$ cat config.mk
export PLATFORM = sky130hd
export DESIGN_NAME = cfg_access_seq
export DESIGN_NICKNAME = d
export VERILOG_FILES = /design/src/rtl/cfg_seq_pkg.sv /design/src/rtl/cfg_req_check.sv /design/src/rtl/cfg_quiet_timer.sv /design/src/rtl/cfg_access_seq.sv
export SDC_FILE = /design/constraint.sdc
export NUM_CORES = 1
export LEC_CHECK = 0
export BUFFER_PORTS_ARGS = -buffer_cell sky130_fd_sc_hd__buf_2
export CAP_MARGIN = 5
export CORE_MARGIN = 4
export CORE_UTILIZATION = 55
export DETAILED_ROUTE_END_ITERATION = 8
export HOLD_SLACK_MARGIN = 0.05
export PLACE_DENSITY = 0.8
export SYNTH_ARGS = -nofsm -noshare
export SYNTH_HDL_FRONTEND = slang
export SYNTH_SLANG_ARGS = --single-unit
$ cat constraint.sdc
create_clock -name clk -period 8.65 [get_ports clk]
set_input_delay 1.73 -clock clk [delete_from_list [all_inputs] [get_ports clk]]
set_output_delay 1.73 -clock clk [all_outputs]
set_load 0.1 [all_outputs]
$ cat src/rtl/cfg_seq_pkg.sv
package cfg_seq_pkg;
    localparam logic [7:0] ENTER_CMD = 8'hA0;
    localparam int         EXIT_REG  = 32'h14;
    localparam logic [7:0] EXIT_VAL  = 8'h01;
    localparam logic [7:0] RESET_VAL = 8'h81;
    localparam logic [7:0] RD_FLAG   = 8'h80;
    localparam int         RO_A_LO   = 3;
    localparam int         RO_A_HI   = 6;
    localparam int         RO_B_LO   = 11;
    localparam int         RO_B_HI   = 13;

    typedef enum logic [2:0] {
        S_IDLE,
        S_REJECT,
        S_ENTER,
        S_XFER,
        S_EXIT,
        S_FINISH,
        S_QUIET
    } seq_state_t;
endpackage

$ cat src/rtl/cfg_req_check.sv
module cfg_req_check import cfg_seq_pkg::*; #(
    parameter int ADDR_W   = 16,
    parameter int LEN_W    = 3,
    parameter int MAX_DATA = 6
) (
    input  logic              wr,
    input  logic [ADDR_W-1:0] addr,
    input  logic [LEN_W-1:0]  len,
    input  logic [7:0]        first_byte,
    output logic              bad_len,
    output logic              bad_ro,
    output logic              is_reset
);
    always_comb begin
        bad_len  = (len == '0) || (int'(len) > MAX_DATA);
        bad_ro   = wr && ((int'(addr) >= RO_A_LO && int'(addr) <= RO_A_HI) ||
                          (int'(addr) >= RO_B_LO && int'(addr) <= RO_B_HI));
        is_reset = wr && (addr == '0) && (first_byte == RESET_VAL);
    end
endmodule

$ cat src/rtl/cfg_quiet_timer.sv
module cfg_quiet_timer #(
    parameter int CYCLES = 187500
) (
    input  logic clk,
    input  logic rst_n,
    input  logic start,
    output logic expired
);
    localparam int CNT_W = $clog2(CYCLES + 1);

    logic [CNT_W-1:0] cnt;

    always_ff @(posedge clk) begin
        if (!rst_n)            cnt <= '0;
        else if (start)        cnt <= CNT_W'(CYCLES - 1);
        else if (cnt != '0)    cnt <= cnt - 1'b1;
    end

    assign expired = (cnt == '0);

    // the lockout counts down one step per cycle until it expires
    a_r5_countdown: assert property (@(posedge clk) disable iff (!rst_n)
        (!start && !expired) |=> (cnt == $past(cnt) - 1'b1));
endmodule

$ cat src/rtl/cfg_access_seq.sv
module cfg_access_seq import cfg_seq_pkg::*; #(
    parameter int CLK_HZ     = 250_000_000,
    parameter int QUIET_US   = 750,
    parameter int MAX_FRAME  = 8,
    parameter int ADDR_BYTES = 2
) (
    input  logic                                        clk,
    input  logic                                        rst_n,
    input  logic                                        req_valid,
    output logic                                        req_ready,
    input  logic                                        req_write,
    input  logic [ADDR_BYTES*8-1:0]                     req_addr,
    input  logic [$clog2(MAX_FRAME-ADDR_BYTES+1)-1:0]   req_len,
    input  logic [(MAX_FRAME-ADDR_BYTES)*8-1:0]         req_wdata,
    output logic                                        done,
    output logic                                        err,
    output logic [(MAX_FRAME-ADDR_BYTES)*8-1:0]         rdata,
    output logic                                        busy,
    output logic                                        spi_req,
    output logic [7:0]                                  spi_tx,
    output logic                                        spi_last,
    input  logic                                        spi_ack,
    input  logic [7:0]                                  spi_rx
);
    localparam int MAX_DATA     = MAX_FRAME - ADDR_BYTES;
    localparam int ADDR_W       = ADDR_BYTES * 8;
    localparam int DATA_W       = MAX_DATA * 8;
    localparam int LEN_W        = $clog2(MAX_DATA + 1);
    localparam int POS_W        = $clog2(MAX_FRAME);
    localparam int QUIET_CYCLES = (CLK_HZ / 1_000_000) * QUIET_US;
    localparam logic [ADDR_W-1:0] EXIT_ADDR = ADDR_W'(EXIT_REG);

    seq_state_t         state, state_nx;
    logic               cur_wr, cur_reset;
    logic [ADDR_W-1:0]  cur_addr;
    logic [LEN_W-1:0]   cur_len;
    logic [DATA_W-1:0]  cur_wdata;
    logic [DATA_W-1:0]  rdata_q;
    logic [POS_W-1:0]   idx;
    logic               chk_bad_len, chk_bad_ro, chk_reset, reject_now;
    logic               accept, quiet_start, quiet_done;
    logic               xfer_last, exit_last;
    logic [7:0]         xfer_byte, exit_byte;

    cfg_req_check #(.ADDR_W(ADDR_W), .LEN_W(LEN_W), .MAX_DATA(MAX_DATA)) u_check (
        .wr(req_write), .addr(req_addr), .len(req_len), .first_byte(req_wdata[7:0]),
        .bad_len(chk_bad_len), .bad_ro(chk_bad_ro), .is_reset(chk_reset)
    );

    assign quiet_start = (state == S_FINISH) && cur_reset;

    cfg_quiet_timer #(.CYCLES(QUIET_CYCLES)) u_quiet (
        .clk(clk), .rst_n(rst_n), .start(quiet_start), .expired(quiet_done)
    );

    assign reject_now = chk_bad_len || chk_bad_ro;
    assign accept     = req_valid && (state == S_IDLE);
    assign xfer_last  = (int'(idx) == ADDR_BYTES + int'(cur_len) - 1);
    assign exit_last  = (int'(idx) == ADDR_BYTES);

    // byte selection for the addressed frame and the leave frame
    always_comb begin
        xfer_byte = '0;
        exit_byte = EXIT_VAL;
        if (int'(idx) < ADDR_BYTES) begin
            xfer_byte = cur_addr[(ADDR_BYTES - 1 - int'(idx)) * 8 +: 8];
            if (idx == '0 && !cur_wr) xfer_byte = xfer_byte | RD_FLAG;
            exit_byte = EXIT_ADDR[(ADDR_BYTES - 1 - int'(idx)) * 8 +: 8];
        end else if (cur_wr) begin
            xfer_byte = cur_wdata[(int'(idx) - ADDR_BYTES) * 8 +: 8];
        end
    end

    // state register
    always_ff @(posedge clk) begin
        if (!rst_n) state <= S_IDLE;
        else        state <= state_nx;
    end

    // next state
    always_comb begin
        state_nx = state;
        unique case (state)
            S_IDLE:   if (req_valid) state_nx = reject_now ? S_REJECT : S_ENTER;
            S_REJECT: state_nx = S_IDLE;
            S_ENTER:  if (spi_ack) state_nx = S_XFER;
            S_XFER:   if (spi_ack && xfer_last) state_nx = cur_reset ? S_FINISH : S_EXIT;
            S_EXIT:   if (spi_ack && exit_last) state_nx = S_FINISH;
            S_FINISH: state_nx = cur_reset ? S_QUIET : S_IDLE;
            S_QUIET:  if (quiet_done) state_nx = S_IDLE;
            default:  state_nx = S_IDLE;
        endcase
    end

    // outputs
    always_comb begin
        spi_req  = 1'b0;
        spi_tx   = '0;
        spi_last = 1'b0;
        done     = 1'b0;
        err      = 1'b0;
        unique case (state)
            S_ENTER:  begin spi_req = 1'b1; spi_tx = ENTER_CMD; spi_last = 1'b1; end
            S_XFER:   begin spi_req = 1'b1; spi_tx = xfer_byte; spi_last = xfer_last; end
            S_EXIT:   begin spi_req = 1'b1; spi_tx = exit_byte; spi_last = exit_last; end
            S_FINISH: done = 1'b1;
            S_REJECT: begin done = 1'b1; err = 1'b1; end
            default:  ;
        endcase
    end

    assign busy      = (state != S_IDLE);
    assign req_ready = (state == S_IDLE);
    assign rdata     = rdata_q;

    // request capture, byte position and read capture
    always_ff @(posedge clk) begin
        if (!rst_n) begin
            cur_wr    <= 1'b0;
            cur_reset <= 1'b0;
            cur_addr  <= '0;
            cur_len   <= '0;
            cur_wdata <= '0;
            rdata_q   <= '0;
            idx       <= '0;
        end else if (accept) begin
            cur_wr    <= req_write;
            cur_reset <= chk_reset;
            cur_addr  <= req_addr;
            cur_len   <= req_len;
            cur_wdata <= req_wdata;
            rdata_q   <= '0;
            idx       <= '0;
        end else if (spi_ack) begin
            if (state == S_XFER) begin
                if (!cur_wr && int'(idx) >= ADDR_BYTES)
                    rdata_q[(int'(idx) - ADDR_BYTES) * 8 +: 8] <= spi_rx;
                idx <= xfer_last ? '0 : idx + 1'b1;
            end else if (state == S_EXIT) begin
                idx <= exit_last ? '0 : idx + 1'b1;
            end
        end
    end

    // ---------------- assertions ----------------
    logic [POS_W:0] frame_pos;
    always_ff @(posedge clk) begin
        if (!rst_n)                  frame_pos <= '0;
        else if (spi_req && spi_ack) frame_pos <= spi_last ? '0 : frame_pos + 1'b1;
    end

    a_r1_enter_first: assert property (@(posedge clk) disable iff (!rst_n)
        (req_valid && req_ready && !reject_now) |=> (spi_req && spi_tx == ENTER_CMD && spi_last));

    a_r6_r7_refuse: assert property (@(posedge clk) disable iff (!rst_n)
        (req_valid && req_ready && reject_now) |=> (done && err && !spi_req));

    a_r8_hold_byte: assert property (@(posedge clk) disable iff (!rst_n)
        (spi_req && !spi_ack) |=> (spi_req && $stable(spi_tx) && $stable(spi_last)));

    a_r9_frame_len: assert property (@(posedge clk) disable iff (!rst_n)
        spi_req |-> (int'(frame_pos) < MAX_FRAME));

    a_r5_no_exit: assert property (@(posedge clk) disable iff (!rst_n)
        (state == S_XFER && spi_ack && spi_last && cur_reset) |=> (done && !spi_req));

    a_r10_err_with_done: assert property (@(posedge clk) disable iff (!rst_n)
        err |-> done);

    a_r10_done_pulse: assert property (@(posedge clk) disable iff (!rst_n)
        done |=> !done);
endmodule

==> results.ini <==
[floorplan]
die_h_um=119
pin_count=142
core_area_um2=12100
start_util_pct=56.4
rows=40
die_x_um=119
dieArea_um2=14200

[grt]
gr-usage-all-layers_pct=23.4
gr-total-overflow=0
grt_pass1_wl_mm=27.1
antenna_found_initial=0
grt_pass1_vias=5608
grt_max_degree=90

[final_layout]
drive_above_1_share_pct=22.1
nets=997
n_antenna_cell=0
fin_area_um2=8130
area.growth.synth_to_final_pct=19.6
fin_util_pct=67.4

[synthesis]
synth-simple-area-share_pct=23.3
ys_seq_area_share_pct=41.5
yosys.cell_types.count=58
syn_inst=780
syn_area_um2=6800
yosys_register_bits=141
synth_ff_type=dfxtp_1
post-synth-top-count-cell=nand2_1
synthMuxAreaShare_pct=12.3
ys.warnings.count=0
synth_compound_area_share_pct=14.7
synthXorXnorAreaFrac_pct=2.02
synth_top_family_by_area=simple AND/OR/NAND/NOR gates
synth_top_cell_area_share_pct=41.5
yosysTopAreaCell=dfxtp_1
synth-adder-area-share_pct=3.05
synthTopCellsByCount=165 x nand2_1, 141 x dfxtp_1, 77 x a21boi_0
synth.area.top_cells=dfxtp_1 42%, nand2_1 9.1%, mux2i_1 9.0%
async_reset_ff_share_pct=0
syn-num-nets=876
synth_enable_flop_cells=0
syn_area_per_cell_um2=8.72

[cts]
cts_tree=built
clock_path_buffers=2
insertion_delay_ns=0.42
cts.sinks=141
htreeDepth=4
cts_root_buf=clkbuf_16
path_clk_slew_ns=0.05
post-cts-setup-buffers=0
cts_buffers=17
cts-resized-gates=0
postCtsHoldBufs=0

[power]
p_leak_nw=3.29
power.switching_mw=0.673
power.internal_mw=1.33
p_sw_share_pct=33.7
power_frac_seq_pct=38.9
pwr-share-comb_pct=27.7
clkPwrFrac_pct=33.4
peakVddDrop_mv=0.188
power.density_nw_per_um2=246

[sta]
hold_viol=0
drv_slew=0
timing.slew.headroom_pct=17.2
finClkSkew_ns=0.00733
period_share_pct=61.0
worst_slew_pin_slew_ns=1.24
setup_viol=0
timing.fmax_ghz=0.190
min_period_ns=5.28
fin_setup_tns_ns=0
grt_setup_unrepaired=no

[drt]
viasPerCell=5.43
first_pass_iters=5
drc=0
drtIter0Drc=468
routed_wl_mm=16.5
num_vias=5874
wl_per_cell_um=15.3
ant_nets=0

[setup_path]
cp_max_fo=19
r2r_slack_ns=4.00
critPathArrivalTime_ns=3.55
cp-end-kind=primary output
reg2reg_depth=9
criticalPathCategory=flop to primary output
required_ns=6.92
startpoint_type=flop

[placed_design]
portBuffers=141
place_congestion=0.873
placed_area_um2=7600
dp_hpwl_mm=11.5

[hold_path]
hold_path_depth=2
hold_path.class=flop to flop

[outcome]
status=completed

[job]
drv_cap=0

==> worst max-delay path, cell delays in order, from the launching register on <==
cell	delay, ns
dfxtp_1	0.80
inv_1	0.30
ha_1	0.60
or3_1	0.51
nor3_1	0.22
a21oi_1	0.07
o21ai_0	0.15
buf_2	0.48
==> logic make-up (layout without fill, tap and decap cells) <==
kind of cell	count (synthesis)	in the layout
AND/OR/NAND/NOR	339	339
flip-flops	141	141
adder cells (fa/ha/maj)	16	16
XOR/XNOR	14	14
buffers and inverters	55	188
AO/OA/AOI/OAI	142	142
multiplexers	73	73
==> metrics by stage <==
step	std cells	setup WS (ns)	hold slack, ns	power [mW]
global route	1081	3.15	0.482	2.11
detailed placement	1050	3.86	0.455	1.33
finish	1081	3.37	0.463	2.00
CTS	1081	3.41	0.464	2.00
floorplan	780	2.91	0.440	1.21
global placement	1050	3.90	0.450	1.32
==> per-layer routing <==
| layer | up-vias | track usage, % | share of wire [%] |
|---|---|---|---|
| met4 | 0 | 6.81 | 1.4 |
| met5 | - | 0 | 0 |
| met3 | 18 | 5.89 | 6.0 |
| li1 | 2931 | - | - |
| met1 | 2749 | 30.2 | 44 |
| met2 | 176 | 38.9 | 48 |
==> sequential cells by signal (all words and copies together), names as in the netlist <==
name,cells
cur_len,3
u_quiet.cnt,18
rdata,48
state,3
cur_reset,1
cur_wr,1
cur_addr,16
cur_wdata,48
idx,3
==> final timing paths <==
| check | startpoint | endpoint |
|---|---|---|
| max | idx[1]$_SDFFE_PP0P_ | spi_tx[0] |
| min | cur_wdata[34]$_SDFFE_PN0P_ | cur_wdata[34]$_SDFFE_PN0P_ |
| max reg2reg | idx[1]$_SDFFE_PP0P_ | rdata[17]$_SDFFE_PP0P_ |
| min reg2reg | cur_wdata[34]$_SDFFE_PN0P_ | cur_wdata[34]$_SDFFE_PN0P_ |
==> cell usage in the layout (no fill, tap or decap), types with 12 or more instances in the layout <==
cell and n:
nand3_1 14, nand2_1 164, xnor2_1 12, dfxtp_1 141, nor3_1 12, nor2_1 76, a21oi_1 25, buf_2 141
a21boi_0 77, ha_1 15, clkbuf_16 17, mux2i_1 61
==> power by group through the flow <==
stage                     clock network (mW)  registers (mW)  logic [mW]
after global routing                   0.707           0.787       0.616
after CTS                              0.674           0.776       0.552
after global placement                     0           0.785       0.536
final                                  0.668           0.777       0.554
after floorplan                            0           0.768       0.440
after detailed placement                   0           0.787       0.545
==> cell type report <==
| class | count | area, um^2 |
|---|---|---|
| inverters | 10 | 37.5 |
| flip-flops and latches | 141 | 2820 |
| multi-input cells | 584 | 3770 |
| clock buffers | 23 | 468 |
| well taps | 168 | 210 |
| repair buffers | 147 | 751 |
| fillers | 1041 | 3930 |
| clock inverters | 8 | 67.6 |
No activity file was read; power rests on OpenSTA's default activity.
